**config.mk**
```make
export PLATFORM = sky130hd
export DESIGN_NAME = spi_cmd_slave
export DESIGN_NICKNAME = d
export VERILOG_FILES = /design/src/rtl/spi_cmd_pkg.sv /design/src/rtl/spi_cmd_sync.sv /design/src/rtl/spi_cmd_phase.sv /design/src/rtl/spi_cmd_frame.sv /design/src/rtl/spi_cmd_slave.sv
export SDC_FILE = /design/constraint.sdc
export NUM_CORES = 1
export LEC_CHECK = 0
export ABC_AREA = 0
export BUFFER_PORTS_ARGS = -buffer_cell sky130_fd_sc_hd__buf_2
export CAP_MARGIN = 10
export CELL_PAD_IN_SITES_DETAIL_PLACEMENT = 2
export CELL_PAD_IN_SITES_GLOBAL_PLACEMENT = 2
export CORE_MARGIN = 2
export CORE_UTILIZATION = 34
export DETAILED_ROUTE_END_ITERATION = 12
export PLACE_DENSITY = 0.86
export SLEW_MARGIN = 15
export SYNTH_ARGS = -nofsm -noshare
export SYNTH_HDL_FRONTEND = slang
export SYNTH_SLANG_ARGS = --single-unit
```
**constraint.sdc**
```tcl
create_clock -name clk -period 3.1 [get_ports clk]
set_clock_uncertainty 0.15 [all_clocks]
set_input_delay 0.465 -clock clk [delete_from_list [all_inputs] [get_ports clk]]
set_output_delay 0.465 -clock clk [all_outputs]
set_load 0.01 [all_outputs]
```
**src/rtl/spi_cmd_pkg.sv**
```systemverilog
package spi_cmd_pkg;
  // status byte field positions
  localparam int ST_RXFULL_BIT  = 0;
  localparam int ST_TXEMPTY_BIT = 1;

  typedef enum logic [1:0] {
    PH_IDLE,
    PH_CMD,
    PH_WR,
    PH_RD
  } phase_e;
endpackage

```
**src/rtl/spi_cmd_sync.sv**
```systemverilog
module spi_cmd_sync #(
  parameter int          W      = 3,
  parameter int          STAGES = 2,
  parameter logic [W-1:0] RST_VAL = '0
) (
  input  logic         clk,
  input  logic         rst,
  input  logic [W-1:0] d,
  output logic [W-1:0] q
);
  logic [W-1:0] stg [STAGES];

  always_ff @(posedge clk) begin
    if (rst) stg[0] <= RST_VAL;
    else     stg[0] <= d;
  end

  for (genvar g = 1; g < STAGES; g++) begin : g_stage
    always_ff @(posedge clk) begin
      if (rst) stg[g] <= RST_VAL;
      else     stg[g] <= stg[g-1];
    end
  end

  assign q = stg[STAGES-1];
endmodule

```
**src/rtl/spi_cmd_phase.sv**
```systemverilog
module spi_cmd_phase (
  input  logic       clk,
  input  logic       rst,
  input  logic       sclk_s,
  input  logic       ss_n_s,
  input  logic       cfg_cpol,
  input  logic       cfg_cpha,
  output logic       sel,
  output logic       sel_start,
  output logic       sample_stb,
  output logic       shift_stb,
  output logic [1:0] mode_q
);
  logic sclk_d, sel_d;
  logic rise, fall, lead, trail;

  always_ff @(posedge clk) begin
    if (rst) begin
      sclk_d <= 1'b0;
      sel_d  <= 1'b0;
      mode_q <= 2'b00;
    end else begin
      sclk_d <= sclk_s;
      sel_d  <= ~ss_n_s;
      if (ss_n_s) mode_q <= {cfg_cpol, cfg_cpha};
    end
  end

  assign rise  = sclk_s & ~sclk_d;
  assign fall  = ~sclk_s & sclk_d;
  assign lead  = mode_q[1] ? fall : rise;
  assign trail = mode_q[1] ? rise : fall;

  assign sel        = ~ss_n_s;
  assign sel_start  = sel & ~sel_d;
  assign sample_stb = sel & ~sel_start & (mode_q[0] ? trail : lead);
  assign shift_stb  = sel & ~sel_start & (mode_q[0] ? lead : trail);
endmodule

```
**src/rtl/spi_cmd_frame.sv**
```systemverilog
module spi_cmd_frame
  import spi_cmd_pkg::*;
#(
  parameter int DW = 8
) (
  input  logic          clk,
  input  logic          rst,
  input  logic          sel,
  input  logic          sel_start,
  input  logic          sample_stb,
  input  logic          shift_stb,
  input  logic          mosi_s,
  input  logic [DW-1:0] tx_data,
  input  logic          tx_valid,
  input  logic          rx_full,
  output logic          miso,
  output logic          miso_oe,
  output logic          tx_pop,
  output logic [DW-1:0] rx_data,
  output logic          rx_push
);
  localparam int CW = $clog2(DW);
  localparam logic [CW-1:0] LAST = CW'(DW - 1);

  phase_e        phase_q, next_ph;
  logic [CW-1:0] bit_cnt;
  logic [DW-2:0] rx_sr;
  logic [DW-1:0] tx_sr;
  logic [DW-1:0] stat;
  logic [DW-1:0] byte_in;
  logic          wr_ok_q;
  logic          last_bit;

  always_comb begin
    stat = '0;
    stat[ST_RXFULL_BIT]  = rx_full;
    stat[ST_TXEMPTY_BIT] = ~tx_valid;
  end

  assign byte_in  = {rx_sr, mosi_s};
  assign last_bit = sample_stb && (bit_cnt == LAST);

  always_comb begin
    next_ph = phase_q;
    if (phase_q == PH_CMD) next_ph = byte_in[DW-1] ? PH_RD : PH_WR;
  end

  always_ff @(posedge clk) begin
    if (rst) begin
      phase_q <= PH_IDLE;
      bit_cnt <= '0;
      rx_sr   <= '0;
      tx_sr   <= '0;
      wr_ok_q <= 1'b0;
      tx_pop  <= 1'b0;
      rx_push <= 1'b0;
      rx_data <= '0;
      miso_oe <= 1'b0;
    end else begin
      tx_pop  <= 1'b0;
      rx_push <= 1'b0;
      miso_oe <= sel;
      if (!sel) begin
        phase_q <= PH_IDLE;
        bit_cnt <= '0;
      end else if (sel_start) begin
        phase_q <= PH_CMD;
        bit_cnt <= '0;
        tx_sr   <= stat;
        wr_ok_q <= ~rx_full;
      end else begin
        if (shift_stb && bit_cnt != '0) tx_sr <= {tx_sr[DW-2:0], 1'b0};
        if (sample_stb) begin
          rx_sr   <= byte_in[DW-2:0];
          bit_cnt <= last_bit ? '0 : bit_cnt + 1'b1;
        end
        if (last_bit) begin
          if (phase_q == PH_WR && wr_ok_q) begin
            rx_data <= byte_in;
            rx_push <= 1'b1;
          end
          if (next_ph == PH_RD && tx_valid) begin
            tx_sr  <= tx_data;
            tx_pop <= 1'b1;
          end else begin
            tx_sr  <= stat;
          end
          wr_ok_q <= ~rx_full;
          phase_q <= next_ph;
        end
      end
    end
  end

  assign miso = tx_sr[DW-1];
endmodule

```
**src/rtl/spi_cmd_slave.sv**
```systemverilog
module spi_cmd_slave #(
  parameter int DW          = 8,
  parameter int SYNC_STAGES = 2
) (
  input  logic          clk,
  input  logic          rst,
  input  logic          cfg_cpol,
  input  logic          cfg_cpha,
  input  logic          spi_sclk,
  input  logic          spi_ss_n,
  input  logic          spi_mosi,
  output logic          spi_miso,
  output logic          spi_miso_oe,
  input  logic [DW-1:0] tx_data,
  input  logic          tx_valid,
  output logic          tx_pop,
  output logic [DW-1:0] rx_data,
  output logic          rx_push,
  input  logic          rx_full
);
  logic [2:0] pins_s;
  logic       sel, sel_start, sample_stb, shift_stb;
  logic [1:0] mode_q;

  spi_cmd_sync #(.W(3), .STAGES(SYNC_STAGES), .RST_VAL(3'b010)) u_sync (
    .clk (clk),
    .rst (rst),
    .d   ({spi_sclk, spi_ss_n, spi_mosi}),
    .q   (pins_s)
  );

  spi_cmd_phase u_phase (
    .clk        (clk),
    .rst        (rst),
    .sclk_s     (pins_s[2]),
    .ss_n_s     (pins_s[1]),
    .cfg_cpol   (cfg_cpol),
    .cfg_cpha   (cfg_cpha),
    .sel        (sel),
    .sel_start  (sel_start),
    .sample_stb (sample_stb),
    .shift_stb  (shift_stb),
    .mode_q     (mode_q)
  );

  spi_cmd_frame #(.DW(DW)) u_frame (
    .clk        (clk),
    .rst        (rst),
    .sel        (sel),
    .sel_start  (sel_start),
    .sample_stb (sample_stb),
    .shift_stb  (shift_stb),
    .mosi_s     (pins_s[0]),
    .tx_data    (tx_data),
    .tx_valid   (tx_valid),
    .rx_full    (rx_full),
    .miso       (spi_miso),
    .miso_oe    (spi_miso_oe),
    .tx_pop     (tx_pop),
    .rx_data    (rx_data),
    .rx_push    (rx_push)
  );
endmodule

```
==> out/summary.txt <==
====================================================================================
Weighted congestion at the end of routability-driven global placement         0.7330
Shortest period the worst path allows                                        2441 ps
CTS-repair resized insts                                                           0
P_leak                                                                     0.8145 nW
Number of logic stages on the critical path including buffering                    7
Most area-consuming cells after synthesis                               sky130_fd_sc_hd__dfxtp_1 (49%), sky130_fd_sc_hd__mux2i_1 (11%), sky130_fd_sc_hd__nor2_1 (7.3%)
Die height                                                                  74.43 µm
Width of the die                                                            74.43 µm
Final Slew Violations                                                              0
Most used flip-flop cell after synthesis                                sky130_fd_sc_hd__dfxtp_1
Top achievable clock speed                                                 409.7 MHz
End of the worst register-to-register path                              u_frame.rx_data[6]
Unrepaired setup endpoints after global routing                                   no
VDD IR max                                                                 0.2340 mV
Share of Yosys cell area claimed by the top area cell type                    48.66%
HPWL after DPL                                                               2802 µm
Seq/Total Area, Yosys                                                         48.66%
Critical Path Slowest Stage Cell                                        sky130_fd_sc_hd__or3_1
GR Overflow Total                                                                  0
Synthesis warning total                                                            0
Final-stage net count                                                            222
Area of the core                                                        0.004755 mm²
Slowest cell delay on critical path                                           600 ps
Outcome                                                                 complete, no violations
Top fanout value on the critical path                                             11
Root Buffer Master                                                      sky130_fd_sc_hd__clkbuf_8
Worst setup SP type                                                        flip-flop
Via density per instance                                                       5.085
Kind of end point of the critical path                                     flip-flop
Input/output buffers                                                              28
Combined area of all synthesized cells                                  0.001687 mm²
Wire length of the first global-routing pass                                 7031 µm
End of the worst hold path                                              u_sync.stg[0][1]
Total global-route track usage                                                16.86%
Number of buffers inserted by hold repair at cts                                   0
DRC marker count from the first detailed-route iteration                          43
Avg Cell Area, Syn                                                         9.638 µm²
Setup Total Neg Slack                                                           0 ps
Antenna violations before repair                                                   0
Data required time at the worst endpoint                                     3120 ps
R2R Path Start                                                          u_frame.bit_cnt[0]
Clk Latency, worst-skew pair                                                  300 ps
End-of-flow core utilization                                                  41.79%
Via count of the first global-routing pass                                      1459
Number of failing hold endpoints at the final stage                                0
Number of enable flip-flop cells after synthesis                                   0
Number of instances in the synthesized netlist                                   175
Critical path buffer and inverter count                                            0
Post-synthesis cell type count                                                    33
Cell type with the largest total area after synthesis                   sky130_fd_sc_hd__dfxtp_1
Clock buffer count from CTS                                                        5
Launching instance or port of the critical path                         u_frame.bit_cnt[0]
Net Count, Synth                                                                 195
Cells on Worst Hold Path                                                           2
Top cell family by delay on the critical path                           simple AND/OR/NAND/NOR gates
DP Area                                                                 0.001867 mm²
Final Total Pwr                                                             1.041 mW
Most frequent cell on the critical path                                 sky130_fd_sc_hd__ha_1
Asr flop ratio synth                                                              0%
Antenna diode instance count                                                       0
Critical Setup Path Class                                                    reg2reg
Crit-path cells                                                         ha_1 -> ha_1 -> nand3b_1 -> mux2_4 -> or3_1 -> mux2i_1 -> nor2_1
CTS tree                                                                       built
Routed WL                                                                    4189 µm
Area overhead of the layout relative to synthesis                             17.80%
Number of remaining DRC errors                                                     0
Source of the worst hold timing path                                        spi_ss_n
Maximum capacitance violations                                                     0
Clock-pin slew on the worst setup and hold paths                               90 ps
Worst-case clock buffer depth                                                      2
Period utilization                                                            78.73%
First drt pass iteration count                                                     4
Number of failing setup endpoints in the final timing report                       0
Maximum number of pins on one net before global-route repair                      31
Core Rows                                                                         25
Post-CTS setup buffers                                                             0
Final standard cell area without fillers                                0.001987 mm²
Post-route worst hold slack                                                 201.0 ps
Die area                                                                0.005540 mm²
Power density over the cells                                            523.8 mW/mm²
Number of storage elements in the synthesis netlist                               41
Clock sink total                                                                  41
Initial Utilization                                                           35.47%
HP Class                                                                      in2reg
Number of cell instances on the worst register-to-register path                    7
Detail-routed net length per standard cell                                  15.51 µm
Actual slew at the worst max-slew pin                                       577.6 ps
Fraction of layout cells with a size suffix above 1                           23.15%
I/O pins                                                                          29
Worst slew margin                                                             60.39%
Flop-to-flop setup slack                                                      660 ps
WP data arrival                                                              2460 ps
H-tree depth reported by CTS                                                       2
Total via count after detailed routing                                          1373
Antenna violation net count after detailed routing                                 0
====================================================================================
## flip-flops by register name, summed over array words and instances, names as in the netlist
register	flops
u_frame.tx_pop	1
u_frame.miso_oe	1
u_frame.tx_sr	8
u_sync.stg	6
u_frame.wr_ok_q	1
u_frame.phase_q	2
u_frame.bit_cnt	3
u_frame.rx_sr	7
u_phase.mode_q	2
u_phase.sclk_d	1
u_frame.rx_push	1
u_frame.rx_data	8
## per-layer routing
layer	vias to the layer above	global-route usage [%]	wire length, µm
met5	-	0	0
met4	0	6.151	55
met3	6	4.743	182
met2	28	29.40	2109
met1	685	19.70	1842
li1	654	-	-
## worst register-to-register path, cell delays in order (launching register included)
cell                       delay (ps)
sky130_fd_sc_hd__dfxtp_1          390
sky130_fd_sc_hd__ha_1             170
sky130_fd_sc_hd__ha_1             220
sky130_fd_sc_hd__nand3b_1         110
sky130_fd_sc_hd__mux2_4           340
sky130_fd_sc_hd__or3_1            600
sky130_fd_sc_hd__mux2i_1          270
sky130_fd_sc_hd__nor2_1            70
## synth_stat cells, drive strengths merged, types with 2 or more instances
cell type / instances
a22oi: 5
a21oi: 6
or2: 5
and2: 2
buf: 4
nand3b: 4
nand2: 4
o21ai: 6
nor2: 34
dfxtp: 41
ha: 3
mux2i: 19
nor2b: 9
a211oi: 8
inv: 4
clkbuf: 5
nand3: 2
## area by class of cell
class | count | area (µm²)
clock buffer | 6 | 82.58
clock inverter | 2 | 37.54
fill | 555 | 2768
inverter | 4 | 15.01
multi-input combinational | 121 | 799.5
sequential | 41 | 820.8
tap | 67 | 83.83
timing repair buffer | 29 | 147.6
## power breakdown
| group | leakage, nW | switching (mW) | internal [mW] |
|---|---|---|---|
| Combinational | 0.424 | 0.0224 | 0.0198 |
| Clock | 0.0574 | 0.195 | 0.262 |
| Sequential | 0.333 | 0.00723 | 0.535 |
| Total | 0.814 | 0.224 | 0.816 |
## per-stage QoR
step	std cells	setup slack (ps)
2_1_floorplan	175	964.6
3_3_place_gp	262	834.4
3_5_place_dp	262	719.4
4_1_cts	270	628.3
5_1_grt	270	514.8
6_report	270	659.2
## worst max path at each step
stage                               endpoint
after floorplan           u_frame.rx_data[0]
after global placement    u_frame.rx_data[6]
after detailed placement  u_frame.rx_data[0]
after CTS                 u_frame.rx_data[6]
after global routing        u_frame.tx_sr[3]
final                     u_frame.rx_data[6]
## placed cells by master (no fill, tap or decap), types with 2 or more instances in the layout
cell type,n
sky130_fd_sc_hd__a21oi_1,6
sky130_fd_sc_hd__a211oi_1,8
sky130_fd_sc_hd__o21ai_0,6
sky130_fd_sc_hd__buf_2,28
sky130_fd_sc_hd__nand3b_1,4
sky130_fd_sc_hd__dfxtp_1,41
sky130_fd_sc_hd__inv_1,4
sky130_fd_sc_hd__clkbuf_8,6
sky130_fd_sc_hd__nor2_1,33
sky130_fd_sc_hd__nand2_1,4
sky130_fd_sc_hd__nand3_1,2
sky130_fd_sc_hd__ha_1,3
sky130_fd_sc_hd__nor2b_1,9
sky130_fd_sc_hd__and2_1,2
sky130_fd_sc_hd__or2_2,5
sky130_fd_sc_hd__a22oi_1,5
sky130_fd_sc_hd__mux2i_1,19
## logic make-up (layout without fill, tap and decap cells)
| logic type | after synthesis | in the layout | share of synthesized area (%) |
|---|---|---|---|
| simple gates | 65 | 65 | 18.84 |
| flops | 41 | 41 | 48.66 |
| compound gates | 32 | 32 | 13.21 |
| mux | 20 | 20 | 12.17 |
| buf+inv | 13 | 41 | 3.932 |
| fa+ha+maj | 3 | 3 | 2.226 |
| xor+xnor | 1 | 1 | 0.9647 |
No activity file was read; power rests on OpenSTA's default activity.
